===== src/rtl/seg_dac_pkg.sv =====
package seg_dac_pkg;
   typedef enum logic {CH_LEFT = 1'b0, CH_RIGHT = 1'b1} chan_e;

   function automatic int therm_lines(input int t);
      return (1 << t) - 1;
   endfunction

   function automatic int frame_bits(input int w, input int t);
      return 1 + therm_lines(t) + (w - 1 - t);
   endfunction
endpackage


===== src/rtl/seg_sm_convert.sv =====
module seg_sm_convert #(
   parameter int W = 16
) (
   input  logic [W-1:0] pcm,
   output logic         sign,
   output logic [W-2:0] mag
);
   localparam int MAG_W = W - 1;
   logic [W-1:0] neg;

   always_comb begin
      sign = pcm[W-1];
      neg  = -pcm;
      if (!sign)
         mag = pcm[W-2:0];
      else if (pcm == {1'b1, {MAG_W{1'b0}}})
         mag = {MAG_W{1'b1}};
      else
         mag = neg[W-2:0];
   end
endmodule


===== src/rtl/seg_therm_expand.sv =====
module seg_therm_expand #(
   parameter int T = 3
) (
   input  logic [T-1:0]                         code,
   output logic [seg_dac_pkg::therm_lines(T)-1:0] lines
);
   localparam int NL = seg_dac_pkg::therm_lines(T);

   for (genvar i = 0; i < NL; i++) begin : g_line
      assign lines[i] = (int'(code) > i);
   end
endmodule


===== src/rtl/seg_word_encoder.sv =====
module seg_word_encoder #(
   parameter int W = 16,
   parameter int T = 3
) (
   input  logic [W-1:0]                            pcm,
   output logic [seg_dac_pkg::frame_bits(W, T)-1:0] frame
);
   localparam int MAG_W = W - 1;
   localparam int LOW_W = MAG_W - T;
   localparam int NL    = seg_dac_pkg::therm_lines(T);

   logic             sign;
   logic [MAG_W-1:0] mag;
   logic [NL-1:0]    lines;

   seg_sm_convert #(.W(W)) u_sm (.pcm(pcm), .sign(sign), .mag(mag));
   seg_therm_expand #(.T(T)) u_th (.code(mag[MAG_W-1 -: T]), .lines(lines));

   assign frame = {sign, lines, mag[LOW_W-1:0]};
endmodule


===== src/rtl/seg_frame_shifter.sv =====
module seg_frame_shifter #(
   parameter int FRAME_W  = 20,
   parameter int HALF_DIV = 2,
   parameter bit STOP_CLK = 1'b1
) (
   input  logic               clk,
   input  logic               rst_n,
   input  logic               load,
   input  logic [FRAME_W-1:0] frame_l,
   input  logic [FRAME_W-1:0] frame_r,
   output logic               busy,
   output logic               bck,
   output logic               data,
   output logic               latch
);
   import seg_dac_pkg::*;
   localparam int PH_W  = $clog2(2 * HALF_DIV);
   localparam int BIT_W = $clog2(FRAME_W + 1);

   logic [PH_W-1:0]    ph_q;
   logic [BIT_W-1:0]   bit_q;
   chan_e              chan_q;
   logic               busy_q;
   logic [FRAME_W-1:0] sreg_q, rsv_q;
   logic               ph_end, slot_latch;

   assign ph_end     = (ph_q == PH_W'(2 * HALF_DIV - 1));
   assign slot_latch = (bit_q == BIT_W'(FRAME_W));

   always_ff @(posedge clk) begin
      if (!rst_n) begin
         ph_q   <= '0;
         bit_q  <= '0;
         chan_q <= CH_LEFT;
         busy_q <= 1'b0;
         sreg_q <= '0;
         rsv_q  <= '0;
      end else if (load) begin
         busy_q <= 1'b1;
         ph_q   <= '0;
         bit_q  <= '0;
         chan_q <= CH_LEFT;
         sreg_q <= frame_l;
         rsv_q  <= frame_r;
      end else if (busy_q) begin
         ph_q <= ph_end ? '0 : ph_q + PH_W'(1);
         if (ph_end) begin
            if (slot_latch) begin
               bit_q <= '0;
               if (chan_q == CH_LEFT) begin
                  chan_q <= CH_RIGHT;
                  sreg_q <= rsv_q;
               end else begin
                  busy_q <= 1'b0;
               end
            end else begin
               bit_q  <= bit_q + BIT_W'(1);
               sreg_q <= sreg_q << 1;
            end
         end
      end else if (!STOP_CLK) begin
         ph_q <= ph_end ? '0 : ph_q + PH_W'(1);
      end
   end

   if (STOP_CLK) begin : g_stop_clk
      assign bck = busy_q && (ph_q >= PH_W'(HALF_DIV));
   end else begin : g_free_clk
      assign bck = (ph_q >= PH_W'(HALF_DIV));
   end

   assign busy  = busy_q;
   assign data  = busy_q && !slot_latch && sreg_q[FRAME_W-1];
   assign latch = busy_q && slot_latch;
endmodule


===== src/rtl/seg_dac_encoder.sv =====
module seg_dac_encoder #(
   parameter int SAMPLE_W = 16,
   parameter int THERM_W  = 3,
   parameter int HALF_DIV = 2,
   parameter bit STOP_CLK = 1'b1
) (
   input  logic                clk,
   input  logic                rst_n,
   input  logic                in_valid,
   output logic                in_ready,
   input  logic [SAMPLE_W-1:0] in_left,
   input  logic [SAMPLE_W-1:0] in_right,
   output logic                ser_bck,
   output logic                ser_data,
   output logic                ser_latch
);
   localparam int FRAME_W = seg_dac_pkg::frame_bits(SAMPLE_W, THERM_W);

   if (!(SAMPLE_W == 16 || SAMPLE_W == 24)) begin : g_bad_width
      $error("SAMPLE_W must be 16 or 24");
   end
   if (!(THERM_W == 3 || THERM_W == 5)) begin : g_bad_therm
      $error("THERM_W must be 3 or 5");
   end
   if (HALF_DIV < 1) begin : g_bad_div
      $error("HALF_DIV must be at least 1");
   end

   logic                pend_q;
   logic [SAMPLE_W-1:0] hold_q [2];
   logic [FRAME_W-1:0]  frame  [2];
   logic                busy, load;

   assign load     = pend_q && !busy;
   assign in_ready = !pend_q || load;

   always_ff @(posedge clk) begin
      if (!rst_n) begin
         pend_q    <= 1'b0;
         hold_q[0] <= '0;
         hold_q[1] <= '0;
      end else if (in_valid && in_ready) begin
         pend_q    <= 1'b1;
         hold_q[0] <= in_left;
         hold_q[1] <= in_right;
      end else if (load) begin
         pend_q <= 1'b0;
      end
   end

   for (genvar c = 0; c < 2; c++) begin : g_chan
      seg_word_encoder #(.W(SAMPLE_W), .T(THERM_W)) u_enc (
         .pcm   (hold_q[c]),
         .frame (frame[c])
      );
   end

   seg_frame_shifter #(.FRAME_W(FRAME_W), .HALF_DIV(HALF_DIV), .STOP_CLK(STOP_CLK)) u_shift (
      .clk     (clk),
      .rst_n   (rst_n),
      .load    (load),
      .frame_l (frame[0]),
      .frame_r (frame[1]),
      .busy    (busy),
      .bck     (ser_bck),
      .data    (ser_data),
      .latch   (ser_latch)
   );
endmodule


===== config.mk =====
export PLATFORM = sky130hd
export DESIGN_NAME = seg_dac_encoder
export DESIGN_NICKNAME = d
export VERILOG_FILES = /design/src/rtl/seg_dac_pkg.sv /design/src/rtl/seg_sm_convert.sv /design/src/rtl/seg_therm_expand.sv /design/src/rtl/seg_word_encoder.sv /design/src/rtl/seg_frame_shifter.sv /design/src/rtl/seg_dac_encoder.sv
export SDC_FILE = /design/constraint.sdc
export NUM_CORES = 1
export LEC_CHECK = 0
export ABC_AREA = 1
export BUFFER_PORTS_ARGS = -buffer_cell sky130_fd_sc_hd__buf_4
export CAP_MARGIN = 20
export CORE_ASPECT_RATIO = 0.9
export CORE_UTILIZATION = 25
export CTS_BUF_LIST = sky130_fd_sc_hd__clkbuf_8 sky130_fd_sc_hd__clkbuf_16
export DETAILED_ROUTE_END_ITERATION = 10
export PLACE_DENSITY = 0.49
export RECOVER_POWER = 50
export SLEW_MARGIN = 20
export SYNTH_ARGS = -nofsm -noshare
export SYNTH_HDL_FRONTEND = slang
export SYNTH_SLANG_ARGS = --single-unit
export TNS_END_PERCENT = 30

===== constraint.sdc =====
create_clock -name clk -period 1.6 [get_ports clk]
set_input_delay 0.16 -clock clk [delete_from_list [all_inputs] [get_ports clk]]
set_output_delay 0.16 -clock clk [all_outputs]
set_load 0.03 [all_outputs]

==> impl_results.md <==
* Required time of the critical path at 1.85 ns
* Gate Count Post-Synth at 610
* Pleak at 2.84 nW
* Max-cap violations at 0
* Crit end category: register
* Average wire per standard cell at 11.7 um
* Fillers at 1,860
* FMAX at 609 MHz
* Final Skew at 0.00713 ns
* Area contributors post-synth: dfxtp_1 (22%), edfxtp_1 (21%), nand2_1 (10%), inv_1 (8.1%), nor2_1 (6.5%)
* Die Ht at 129 um
* Worst VDD drop at 560 uV
* Io pins at 39
* Vias per cell at 4.24
* Share of layout cells above drive strength 1 at 30.8%
* Final Max Tran Viols at 0
* Fin nets at 759
* Worst skew pair latency at 0.35 ns
* Iteration count of the initial detailed-routing pass at 4
* Drt initial violations at 264
* Post-DP HPWL at 7.94 mm
* CTS tree: built
* Vias in the first global route at 3,971
* Worst slew pin tran at 0.434 ns
* Setup Viol. Count Final at 3
* Pre-CTS setup slack at -0.140 ns
* Antenna violations before repair at 0
* YS warnings at 0
* Failing checks: negative setup slack
* Final worst-path cycle share at 103%
* Tmin final at 1.64 ns
* Rows at 46
* Avg Cell Area, Syn at 7.39 um^2
* Finished Core Util at 35.4%
* Global route overflow at 0
* CTS sink count at 82
* #FFs+latches synth at 82
* Relative slew slack at 71.1%
* Via count at 4,083
* Area Overhead vs Synth at 38.0%
* Largest net degree at the start of global routing at 34
* Final setup margin at -0.0411 ns
* Final hold slack at 0.0984 ns
* Setup_tns at -0.0946 ns
* Sequential fraction of the synthesis area at 43.5%
* Unique cell type count in the Yosys netlist at 42
* First-pass GRT wire length at 19.3 mm
* Final total power at 5.67 mW
* WL final at 11.3 mm
* Die area at 18,600 um^2
* PortBufs at 38
* Mapped Nets at 651
* Max clock buf depth at 2
* Biggest area consumer among synthesized cells: dfxtp_1
* Cell Pwr Density at 911 nW/um^2
* Critical Path AT at 1.89 ns
* Min-Delay Path Class: input pin to register
* Hold Fails Final Rpt at 0
* CTS buffer count at 9
* # diodes at 0
* Synth Cell Area at 4510 um^2
* Status: finished, violations left
* Final weighted congestion in routability-driven placement at 0.849
* Core footprint at 17,600 um^2
* Area share of the largest cell type after synthesis at 22.2%
* Setup CP Type: register to register
* DRC viols at 0
* Largest fanout on the critical path at 6
* ANT nets after route at 0
* H-tree depth at 3
* Starting density of the core at 25.6%
* RSZ-0062 raised after global routing: yes
* Global Route Usage Sum at 13.4%
* Clock root buffer: clkbuf_16
* Worst Setup Start Kind: register
* DIE WIDTH at 144 um
* Reg clk slew, reported paths at 0.07 ns
[per-layer routing]
metal | up-vias | track usage, % | routed length [um] | share of wire [%]
met5 | - | 0 | 0 | 0
met4 | 0 | 4.26 | 165 | 1.5
met3 | 14 | 3.73 | 393 | 3.5
met2 | 54 | 21.8 | 5110 | 45
met1 | 1838 | 17.1 | 5640 | 50
li1 | 2177 | - | - | -
[power breakdown]
| group | internal, mW | switching [mW] | leakage, nW |
|---|---|---|---|
| sequential | 2.32 | 0.0906 | 0.762 |
| combinational | 0.474 | 0.602 | 1.93 |
| clock | 1.30 | 0.882 | 0.149 |
[cell families (layout without fill, tap and decap cells)]
group	after synthesis	count (layout)	share of synthesized area, %
AND/OR/NAND/NOR	283	284	28.5
buffers and inverters	124	236	11.1
AO/OA/AOI/OAI	104	104	13.1
flip-flops	82	82	43.5
XOR/XNOR	11	11	2.14
adder cells (fa/ha/maj)	6	6	1.66
[final cells by class]
class | instances | area, um^2 | share of cell area, %
Multi-Input combinational cell | 405 | 2310 | 37.1
Sequential cell | 82 | 1960 | 31.6
Timing Repair Buffer | 116 | 938 | 15.1
Inverter | 104 | 398 | 6.39
Tap cell | 240 | 300 | 4.82
Clock buffer | 10 | 250 | 4.02
Clock inverter | 6 | 62.6 | 1.00
[sequential cells by signal, summed over array words and instances, names as in the netlist]
name,count
hold_q,32
pend_q,1
u_shift.bit_q,5
u_shift.busy,1
u_shift.chan_q,1
u_shift.ph_q,2
u_shift.rsv_q,20
u_shift.sreg_q,20
[worst max-delay path, stage by stage (launching register included)]
cell      delay, ns
edfxtp_1       0.40
inv_2          0.10
ha_4           0.15
nand3_4        0.09
nor2_4         0.25
nor2_1         0.08
nand2_1        0.08
nand3_2        0.10
o21ai_2        0.15
a21o_1         0.11
inv_1          0.03
[cells in the mapped netlist]
master	count
a21boi_0	1
nand3b_1	1
buf_6	2
o21ai_4	1
nand2_1	120
and3_1	1
a211oi_1	1
nor2_1	78
ha_1	6
or2_2	7
nand2_4	2
nor3b_1	1
nor2_4	1
buf_4	1
nand3_2	4
nand4_4	1
o221ai_1	2
buf_2	10
o21ai_1	6
nor3_1	7
nand2_2	4
nor2_2	9
nand3_4	1
o31ai_1	1
a31oi_1	7
clkbuf_1	7
nand3_1	38
o211ai_2	1
a21oi_1	29
inv_2	6
inv_4	1
or2_1	1
o21ai_0	44
o211ai_1	10
a21o_1	1
dfxtp_1	50
xor2_1	11
nor3_2	1
nand4_1	5
nand4_2	1
edfxtp_1	32
inv_1	97
[worst paths after layout]
path | cells after the start | from | endpoint | slack [ns]
max | 10 | hold_q[0][1]$_SDFFCE_PN0P_ | u_shift.sreg_q[8]$_SDFFE_PN0P_ | -0.04
min | 3 | in_left[5] | hold_q[0][5]$_SDFFCE_PN0P_ | 0.1
max reg2reg | 10 | hold_q[0][1]$_SDFFCE_PN0P_ | u_shift.sreg_q[8]$_SDFFE_PN0P_ | -0.04
min reg2reg | 2 | u_shift.rsv_q[17]$_SDFFE_PN0P_ | u_shift.rsv_q[17]$_SDFFE_PN0P_ | 0.47
[timing repair]
action / 4_1_cts / 5_1_grt
setup buffers: 5 / 5
pin swaps: 9 / 23
gates resized for setup: 39 / 46
setup endpoints to repair: 30 / 41
cloned: 2 / 0
hold buffers: 0 / 0
[placed cells by master, fill, tap and decap left out, types with 12 or more instances in the layout]
cell	n
a21oi_1	26
buf_4	105
dfxtp_1	48
edfxtp_1	32
inv_1	87
inv_2	15
nand2_1	107
nand2_2	15
nand3_1	32
nor2_1	70
nor2_2	12
o21ai_0	38
[through the flow]
step	area (um^2)	cells
4_1_cts	6050	958
3_3_place_gp	5530	935
5_1_grt	6230	963
3_5_place_dp	5530	935
6_report	6230	963
2_1_floorplan	4510	610
Power figures use the tool's default switching activity.
